<file path="src/rtl/brc_pkg.sv">
// Shared types for the branch/skip resolution unit.
// Assumes an 8-bit status register with C,Z,N,V,S,H,T,I at bits 0..7.
package brc_pkg;

    localparam int STATUS_W = 8;
    localparam int FIDX_W   = 3;
    localparam int CYC_W    = 2;

    // Status bit positions
    localparam int BIT_C = 0;
    localparam int BIT_Z = 1;
    localparam int BIT_N = 2;
    localparam int BIT_V = 3;
    localparam int BIT_S = 4;
    localparam int BIT_H = 5;
    localparam int BIT_T = 6;
    localparam int BIT_I = 7;

    // Request kinds
    typedef enum logic [1:0] {
        KIND_PLAIN = 2'b00,
        KIND_COND  = 2'b01,
        KIND_JUMP  = 2'b10,
        KIND_SKIP  = 2'b11
    } brc_kind_e;

    // Named conditions
    typedef enum logic [3:0] {
        NC_EQUAL     = 4'd0,
        NC_UNEQUAL   = 4'd1,
        NC_BELOW     = 4'd2,
        NC_AT_LEAST  = 4'd3,
        NC_NEGATIVE  = 4'd4,
        NC_POSITIVE  = 4'd5,
        NC_SGE       = 4'd6,
        NC_SLT       = 4'd7,
        NC_HALF_ON   = 4'd8,
        NC_HALF_OFF  = 4'd9,
        NC_TBIT_ON   = 4'd10,
        NC_TBIT_OFF  = 4'd11,
        NC_OVF_ON    = 4'd12,
        NC_OVF_OFF   = 4'd13,
        NC_IRQ_ON    = 4'd14,
        NC_IRQ_OFF   = 4'd15
    } brc_named_e;

    // Generic flag test: index and expected value
    typedef struct packed {
        logic [FIDX_W-1:0] idx;
        logic              pol;
    } brc_test_t;

    // Result bundle of the PC stage
    typedef struct packed {
        logic             taken;
        logic [CYC_W-1:0] cycles;
    } brc_flow_t;

endpackage

</file>
<file path="src/rtl/brc_cond_map.sv">
// Turns either a named condition or a raw (index, polarity) pair into the
// generic flag test. Purely combinational; assumes named codes from brc_pkg.
module brc_cond_map
    import brc_pkg::*;
(
    input  logic              use_named,
    input  logic [3:0]        named_cond,
    input  logic [FIDX_W-1:0] raw_idx,
    input  logic              raw_pol,
    output brc_test_t         test
);

    brc_test_t named_test;

    // Decode a named condition into its flag index and polarity
    always_comb begin
        unique case (brc_named_e'(named_cond))
            NC_EQUAL:    named_test = '{idx: 3'(BIT_Z), pol: 1'b1};
            NC_UNEQUAL:  named_test = '{idx: 3'(BIT_Z), pol: 1'b0};
            NC_BELOW:    named_test = '{idx: 3'(BIT_C), pol: 1'b1};
            NC_AT_LEAST: named_test = '{idx: 3'(BIT_C), pol: 1'b0};
            NC_NEGATIVE: named_test = '{idx: 3'(BIT_N), pol: 1'b1};
            NC_POSITIVE: named_test = '{idx: 3'(BIT_N), pol: 1'b0};
            NC_SGE:      named_test = '{idx: 3'(BIT_S), pol: 1'b0};
            NC_SLT:      named_test = '{idx: 3'(BIT_S), pol: 1'b1};
            NC_HALF_ON:  named_test = '{idx: 3'(BIT_H), pol: 1'b1};
            NC_HALF_OFF: named_test = '{idx: 3'(BIT_H), pol: 1'b0};
            NC_TBIT_ON:  named_test = '{idx: 3'(BIT_T), pol: 1'b1};
            NC_TBIT_OFF: named_test = '{idx: 3'(BIT_T), pol: 1'b0};
            NC_OVF_ON:   named_test = '{idx: 3'(BIT_V), pol: 1'b1};
            NC_OVF_OFF:  named_test = '{idx: 3'(BIT_V), pol: 1'b0};
            NC_IRQ_ON:   named_test = '{idx: 3'(BIT_I), pol: 1'b1};
            default:     named_test = '{idx: 3'(BIT_I), pol: 1'b0};
        endcase
    end

    // Choose between the named and the raw form
    always_comb begin
        test = use_named ? named_test : '{idx: raw_idx, pol: raw_pol};
    end

endmodule

</file>
<file path="src/rtl/brc_flag_eval.sv">
// Evaluates one generic flag test against the status register.
// The signed-test slot is rebuilt as N xor V rather than taken from the
// stored bit, so a stale stored value cannot mislead a signed compare.
module brc_flag_eval
    import brc_pkg::*;
#(
    parameter int FLAG_N = STATUS_W
) (
    input  logic [FLAG_N-1:0] status,
    input  brc_test_t         test,
    output logic              hit
);

    logic [FLAG_N-1:0] eff_flag;

    // One effective flag per status position
    for (genvar g = 0; g < FLAG_N; g++) begin : g_flag
        if (g == BIT_S) begin : g_signed
            assign eff_flag[g] = status[BIT_N] ^ status[BIT_V];
        end else begin : g_plain
            assign eff_flag[g] = status[g];
        end
    end

    // Compare the selected flag with the requested polarity
    always_comb begin
        hit = (eff_flag[test.idx] == test.pol);
    end

endmodule

</file>
<file path="src/rtl/brc_pc_step.sv">
// Computes the taken decision, next PC and cycle count for one request.
// Combinational; the offset is sign-extended and all sums wrap at PC_W bits.
module brc_pc_step
    import brc_pkg::*;
#(
    parameter int PC_W  = 16,
    parameter int OFS_W = 7
) (
    input  brc_kind_e         kind,
    input  logic              cond_hit,
    input  logic              skip_hit,
    input  logic              next_two_word,
    input  logic [PC_W-1:0]   cur_pc,
    input  logic [OFS_W-1:0]  rel_ofs,
    output brc_flow_t         flow,
    output logic [PC_W-1:0]   next_pc
);

    localparam int EXT_W = PC_W - OFS_W;

    logic [PC_W-1:0] ofs_ext;
    logic [PC_W-1:0] seq_pc;
    logic [PC_W-1:0] rel_pc;
    logic [PC_W-1:0] skip_pc;

    // Sign-extend or truncate the offset to the PC width
    if (EXT_W > 0) begin : g_extend
        assign ofs_ext = {{EXT_W{rel_ofs[OFS_W-1]}}, rel_ofs};
    end else begin : g_trunc
        assign ofs_ext = rel_ofs[PC_W-1:0];
    end

    // Candidate addresses
    always_comb begin
        seq_pc  = cur_pc + PC_W'(1);
        rel_pc  = seq_pc + ofs_ext;
        skip_pc = cur_pc + (next_two_word ? PC_W'(3) : PC_W'(2));
    end

    // Select the outcome for the request kind
    always_comb begin
        flow    = '{taken: 1'b0, cycles: CYC_W'(1)};
        next_pc = seq_pc;
        unique case (kind)
            KIND_COND: begin
                if (cond_hit) begin
                    flow    = '{taken: 1'b1, cycles: CYC_W'(2)};
                    next_pc = rel_pc;
                end
            end
            KIND_JUMP: begin
                flow    = '{taken: 1'b1, cycles: CYC_W'(2)};
                next_pc = rel_pc;
            end
            KIND_SKIP: begin
                if (skip_hit) begin
                    flow    = '{taken: 1'b1,
                                cycles: next_two_word ? CYC_W'(3) : CYC_W'(2)};
                    next_pc = skip_pc;
                end
            end
            default: begin
                flow    = '{taken: 1'b0, cycles: CYC_W'(1)};
                next_pc = seq_pc;
            end
        endcase
    end

endmodule

</file>
<file path="src/rtl/brskip_unit.sv">
// Top of the branch/skip resolution unit. Maps the condition, evaluates it,
// forms the next PC and registers the result one cycle after the request.
// Assumes the skip condition arrives already evaluated on skip_hit.
module brskip_unit
    import brc_pkg::*;
#(
    parameter int PC_W  = 16,
    parameter int OFS_W = 7
) (
    input  logic                clk,
    input  logic                rst_n,
    input  logic                req_valid,
    input  logic [1:0]          req_kind,
    input  logic                use_named,
    input  logic [3:0]          named_cond,
    input  logic [2:0]          flag_idx,
    input  logic                flag_pol,
    input  logic [7:0]          status,
    input  logic [OFS_W-1:0]    rel_ofs,
    input  logic [PC_W-1:0]     cur_pc,
    input  logic                skip_hit,
    input  logic                next_two_word,
    output logic                out_valid,
    output logic                out_taken,
    output logic [PC_W-1:0]     out_next_pc,
    output logic [1:0]          out_cycles
);

    brc_test_t       test;
    logic            cond_hit;
    brc_flow_t       flow;
    logic [PC_W-1:0] next_pc;

    brc_cond_map u_map (
        .use_named  (use_named),
        .named_cond (named_cond),
        .raw_idx    (flag_idx),
        .raw_pol    (flag_pol),
        .test       (test)
    );

    brc_flag_eval #(.FLAG_N(STATUS_W)) u_eval (
        .status (status),
        .test   (test),
        .hit    (cond_hit)
    );

    brc_pc_step #(.PC_W(PC_W), .OFS_W(OFS_W)) u_step (
        .kind          (brc_kind_e'(req_kind)),
        .cond_hit      (cond_hit),
        .skip_hit      (skip_hit),
        .next_two_word (next_two_word),
        .cur_pc        (cur_pc),
        .rel_ofs       (rel_ofs),
        .flow          (flow),
        .next_pc       (next_pc)
    );

    // Register the result; hold it when no request is present
    always_ff @(posedge clk) begin
        if (!rst_n) begin
            out_valid   <= 1'b0;
            out_taken   <= 1'b0;
            out_next_pc <= '0;
            out_cycles  <= '0;
        end else begin
            out_valid <= req_valid;
            if (req_valid) begin
                out_taken   <= flow.taken;
                out_next_pc <= next_pc;
                out_cycles  <= flow.cycles;
            end
        end
    end

endmodule

</file>
<file path="config.mk">
export PLATFORM = sky130hd
export DESIGN_NAME = brskip_unit
export DESIGN_NICKNAME = d
export VERILOG_FILES = /design/src/rtl/brc_pkg.sv /design/src/rtl/brc_cond_map.sv /design/src/rtl/brc_flag_eval.sv /design/src/rtl/brc_pc_step.sv /design/src/rtl/brskip_unit.sv
export SDC_FILE = /design/constraint.sdc
export NUM_CORES = 1
export LEC_CHECK = 0
export ABC_AREA = 1
export BUFFER_PORTS_ARGS = -buffer_cell sky130_fd_sc_hd__buf_2
export CAP_MARGIN = 20
export CORE_MARGIN = 4
export CORE_UTILIZATION = 30
export CTS_CLUSTER_SIZE = 14
export DETAILED_ROUTE_END_ITERATION = 8
export PLACE_DENSITY = 0.48
export SYNTH_ARGS = -nofsm -noshare
export SYNTH_HDL_FRONTEND = slang
export SYNTH_SLANG_ARGS = --single-unit
</file>
<file path="constraint.sdc">
create_clock -name clk -period 3.7 [get_ports clk]
set_clock_uncertainty 0.1 [all_clocks]
set_input_delay 0.37 -clock clk [delete_from_list [all_inputs] [get_ports clk]]
set_output_delay 0.37 -clock clk [all_outputs]
set_load 0.05 [all_outputs]
</file>
* Word-level counts from Yosys, hierarchy flattened *
Memory sizes are Yosys's and may differ from the RTL's.
Index checks and enable logic that the tools add are counted.

storage, ports and cells
  bits in registers = 20
  memories = 1
  word-level logic and storage cells = 25
  output and inout bits = 20
  ROM bits = 64
  bits of input ports = 47

cells by class
  add/subtract/negate cells = 3
  multiplexer cells = 11
  $lt $le $gt $ge = 1
  bitwise logic cells = 1
  equality and inequality tests = 4

memories
  memory           depth  width  read ports  clocked after Yosys merged registers in  write ports  RTL line            RTL
  (no name shown)  16     4      1           0                                        0            brc_cond_map.sv:17  unique case (brc_named_e'(named_cond))

operators with widths
  cell                                                                           count
  16-bit case mux with 3 select lines                                            1
  16-bit adder                                                                   2
  16-bit two-way mux                                                             2
  16-bit by 1-bit adder with 16-bit output (second input constant)               1
  3-bit case mux with 3 select lines                                             1
  3-bit two-way mux                                                              2
  2-bit == test (second input constant)                                          2
  3-bit by 4-bit less-than comparator with 1-bit output (second input constant)  1
  4-bit two-way mux                                                              1
  1-bit binary-select mux with 3-bit select                                      1
  1-bit two-way mux                                                              3
  2-bit by 1-bit == test with 1-bit output (second input constant)               1
  1-bit == test                                                                  1
  1-bit XOR                                                                      1

* Depth between registers and ports, before layout *
An unclocked memory read counts as a cell.

  depth in word-level cells = 7
  depth in mapped cells = 19

* Modules after synthesis *
From an unflattened synthesis, not the netlist that was laid out.

unflattened totals
  cell total of the unflattened synthesis = 536
  area, all modules = 2939.1 um^2

modules (own cells, without submodules)
  module         area each (um^2)  cells an instance  times used
  brc_pc_step    1929.4            364                1
  brskip_unit    803.3             123                1
  brc_flag_eval  115.1             28                 1
  brc_cond_map   91.3              21                 1

* Worst setup path before layout *
OpenSTA, ideal clock, no wires.

  path type = input-to-reg
  from = input port cur_pc[0]
  to = register out_next_pc[14]
  arrival time = 2430 ps
  setup time = 109 ps
  cell stages on the path = 16
  slack = 1062 ps
  data required time = 3491 ps
  path through = ha_1 -> or2_2 -> nand2_1 -> inv_1 -> ha_1 -> nand2_1 -> o21ai_0 -> nand2_1 -> nand3_1 -> a21oi_1 -> o21ai_0 -> or2_2 -> nand3_1 -> nand3_1 -> nand2_1 -> inv_1

between the ends
  cells in the longest elaborated chain, start to end = 4
  elaborated cells on any way between the ends = 6

ends and longest elaborated chain
  what                                      RTL line           RTL
  start, declared                           brskip_unit.sv:20  input logic [PC_W-1:0] cur_pc,
  16-bit by 1-bit adder with 16-bit output  brc_pc_step.sv:35  seq_pc = cur_pc + PC_W'(1);
  16-bit adder                              brc_pc_step.sv:36  rel_pc = seq_pc + ofs_ext;
  16-bit two-way mux                        brc_pc_step.sv:46  if (cond_hit) begin
  16-bit case mux with 3 select lines *     brc_pc_step.sv:44  unique case (kind)
  end signal, assigned                      brskip_unit.sv:70  out_next_pc <= next_pc;
  end, declared                             brskip_unit.sv:25  output logic [PC_W-1:0] out_next_pc,

Every way passes the cells marked *; elsewhere a longest branch is shown, timed or not.
A chain may end at the register's enable or synchronous reset.

* Worst setup path in the final report *
  from = input port cur_pc[1]
  to = register out_next_pc[14]

Same word-level chain as after synthesis.

==> out/metrics.csv <==
stage;metric;value;unit
worst_setup_path;crit_fanout;5;
hold_path;hold_path_class;input pin to flop;
sta;final-max-slew-violation-count;0;
clock_tree;clk_pin_slew;0.07;ns
cells_and_area;register_area;380;um2
drt;post_drt_wl_per_cell;14.0;um
drt;antenna_left;0;
worst_setup_path;endpoint_kind;flop;
clock_tree;clk_path_buf_depth;2;
yosys;yosys.area.top_type_share;15.0;%
yosys;synth_top_family_by_area;simple AND/OR/NAND/NOR gates;
die;die_w;110;um
cells_and_area;syn2layout_area_growth;16.0;%
yosys;synth_warnings;0;
power_and_ir_drop;ir_worst_vdd;130;uV
yosys;synthSimpleGateAreaFrac;40.3;%
yosys;synthFlopType;dfxtp_1;
clock_tree;cts_hold_buf;0;
yosys;synth_edf_count;0;
die;io_pins;67;
sta;setup_viol;0;
clock_tree;cts_tree;done;
worst_setup_path;worstPathRequired;3.76;ns
yosys;synth-xor-area-share;8.03;%
sta;holdWs;0.285;ns
cells_and_area;num_antenna_cells;0;
power_and_ir_drop;power.leakage;0.00196;uW
die;core_area;10200;um2
sta;fin_crit_sh;85.0;%
global_route;use_met2;27.6;%
yosys;syn-cell-area;3130;um2
yosys;synth_nets;602;
yosys;netlist_top_cells_count;125 x nand2_1, 86 x inv_1, 61 x nand3_1;
yosys;ys_types;43;
die;fp.dieH;110;um
worst_setup_path;r2r_slack;2.93;ns
die;rows;37;
sta;period_minus_slack;3.15;ns
drt;vias;3529;
clock_tree;htree_levels;1;
yosys;async_flop_share;0;%
sta;final_hold_viol_count;0;
global_route;grt_pass1_vias;3321;
place;port-buffer-count;65;
cells_and_area;drive_above_1_share;17.7;%
yosys;synth_area_leader_cell;nand2_1;
status;status;complete, no violations;
yosys;synthAdderAreaFrac;9.82;%
worst_setup_path;criticalPathCategory;input pin to flop;
power_and_ir_drop;p_per_area;251;nW/um2
clock_tree;cts_root_buf;clkbuf_8;
worst_setup_path;path_cells;buf_2, ha_1, inv_1, nor2_4, nand2_2, xor2_1, ha_1, nand2_1, nor2_1, nand2_1, nand3_1, a21oi_1, o21ai_0, or2_2, nand3_1, nand3_1, nand2_1, inv_1;
die;initial_core_util;30.6;%
clock_tree;cts-resized-gates;0;
global_route;grt_max_degree;23;
worst_setup_path;critPathSlowestCell;xor2_1;
clock_tree;clk_latency;0.25;ns
hold_path;whs_path_depth;3;
clock_tree;cts_buffers;3;
cells_and_area;nFillCells;1189;
drt;drt_iter0_markers;215;
sta;slew_headroom;53.7;%
cells_and_area;finalNetCount;664;
worst_setup_path;cp.arrival;3.21;ns
yosys;synthMuxAreaShare;0;%
global_route;antenna_found_initial;0;
sta;worstMarginPinSlew;0.687;ns
yosys;synth.most_common_cell;nand2_1;
yosys;synth_cells;531;
sta;setup_tns;0;ns
global_route;grt_use_met3;1.81;%
yosys;synth_compound_area_share;17.2;%
global_route;busiest_layer;met2;
yosys;ys_seq_area_share;12.1;%
global_route;grt_use_total;17.3;%
worst_setup_path;critPathMaxStageDelay;0.48;ns
global_route;grt_pass1_wl;16700;um
drt;finalWirelength;10200;um
global_route;overflow;0;
job;maxCapViolCount;0;
yosys;synth_area_leaders;nand2_1 15%, dfxtp_1 12%, inv_1 10%;
yosys;avgSynthCellArea;5.90;um2
die;die_area;12100;um2
clock_tree;numClockSinks;19;
worst_setup_path;cp-start-kind;input pin;
drt;first_pass_iters;5;
cells_and_area;multi_input_area;2360;um2
worst_setup_path;r2r_cells;4;
sta;fmax;318;MHz
sta;rsz0062_at_grt;false;
place;gp_congestion;0.902;
place;dp_hpwl;8500;um
global_route;use_met1;26.0;%
yosys;synth-seq-cells;19;
clock_tree;cts_setup_buffers;0;
drt;vias_per_cell;4.85;
drt;drc;0;
[worst paths after layout]
check	end	from
max	out_next_pc[14]$_SDFFE_PN0P_	cur_pc[1]
min	out_valid$_SDFF_PN0_	rst_n
max reg2reg	out_next_pc[14]$_SDFFE_PN0P_	out_next_pc[14]$_SDFFE_PN0P_
min reg2reg	out_next_pc[11]$_SDFFE_PN0P_	out_next_pc[11]$_SDFFE_PN0P_
[placed cells by master, fill, tap and decap left out, types with 3 or more instances in the layout]
cell and instances:
nor3_1 4, buf_4 3, o211ai_1 5, nand2_2 11, nand3_1 61, nand2_1 125, inv_1 86, o21bai_1 5
a21o_1 3, ha_1 23, buf_2 65, o21ai_0 31, clkbuf_8 3, xor2_1 19, xnor2_1 6, a21oi_1 33
nor2_1 37, nand3b_1 5, dfxtp_1 19, o22ai_1 6, or2_2 3, nor2_4 5, nand4_1 8, o221ai_1 3
[critical path, delay by kind of cell]
kind,cells,cell delay (ns)
buffers and inverters,3,0.24
adders and majority gates,2,0.59
and+or+nand+nor,10,1.11
xor gates and xnor gates,1,0.48
AOI/OAI and AO/OA,2,0.42
[report_power, final]
part           total [uW]  internal (uW)  switching (uW)
sequential            230            222            8.06
clock                 145           74.8            70.4
combinational         535            173             362
[stage by stage]
step	power, uW	worst slack, ns	cell area, um2	instances	utilization [%]
5_1_grt	996	0.363	3630	728	35.5
2_1_floorplan	618	1.06	3130	531	-
6_report	910	0.553	3630	728	35.5
3_5_place_dp	768	0.356	3590	724	35.1
3_3_place_gp	766	0.372	3590	724	35.1
4_1_cts	918	0.619	3630	728	35.5
[layer usage]
| layer | routed length, um | part of all wire (%) | vias up |
|---|---|---|---|
| met3 | 561 | 5.5 | 6 |
| met1 | 5050 | 50 | 1561 |
| met5 | 0 | 0 | - |
| li1 | - | - | 1849 |
| met2 | 4520 | 44 | 113 |
| met4 | 65 | 0.64 | 0 |
[flip-flops by register name (all words and copies together), names as in the netlist]
name / cells
out_next_pc: 16
out_cycles: 1
out_taken: 1
out_valid: 1
[cells by family after synthesis]
kind of cell,after synthesis
simple gates,269
fa+ha+maj,24
buf+inv,98
flops,19
compound gates,94
xor+xnor,27
[area by class of cell]
| cell class | instances | share of cell area [%] |
|---|---|---|
| Clock inverter | 1 | 0.138 |
| Clock buffer | 3 | 1.14 |
| Inverter | 87 | 8.99 |
| Sequential cell | 19 | 10.5 |
| Multi-Input combinational cell | 414 | 65.0 |
| Tap cell | 136 | 4.68 |
| Timing Repair Buffer | 68 | 9.57 |
Note: power is estimated with default switching activity, not from simulation.
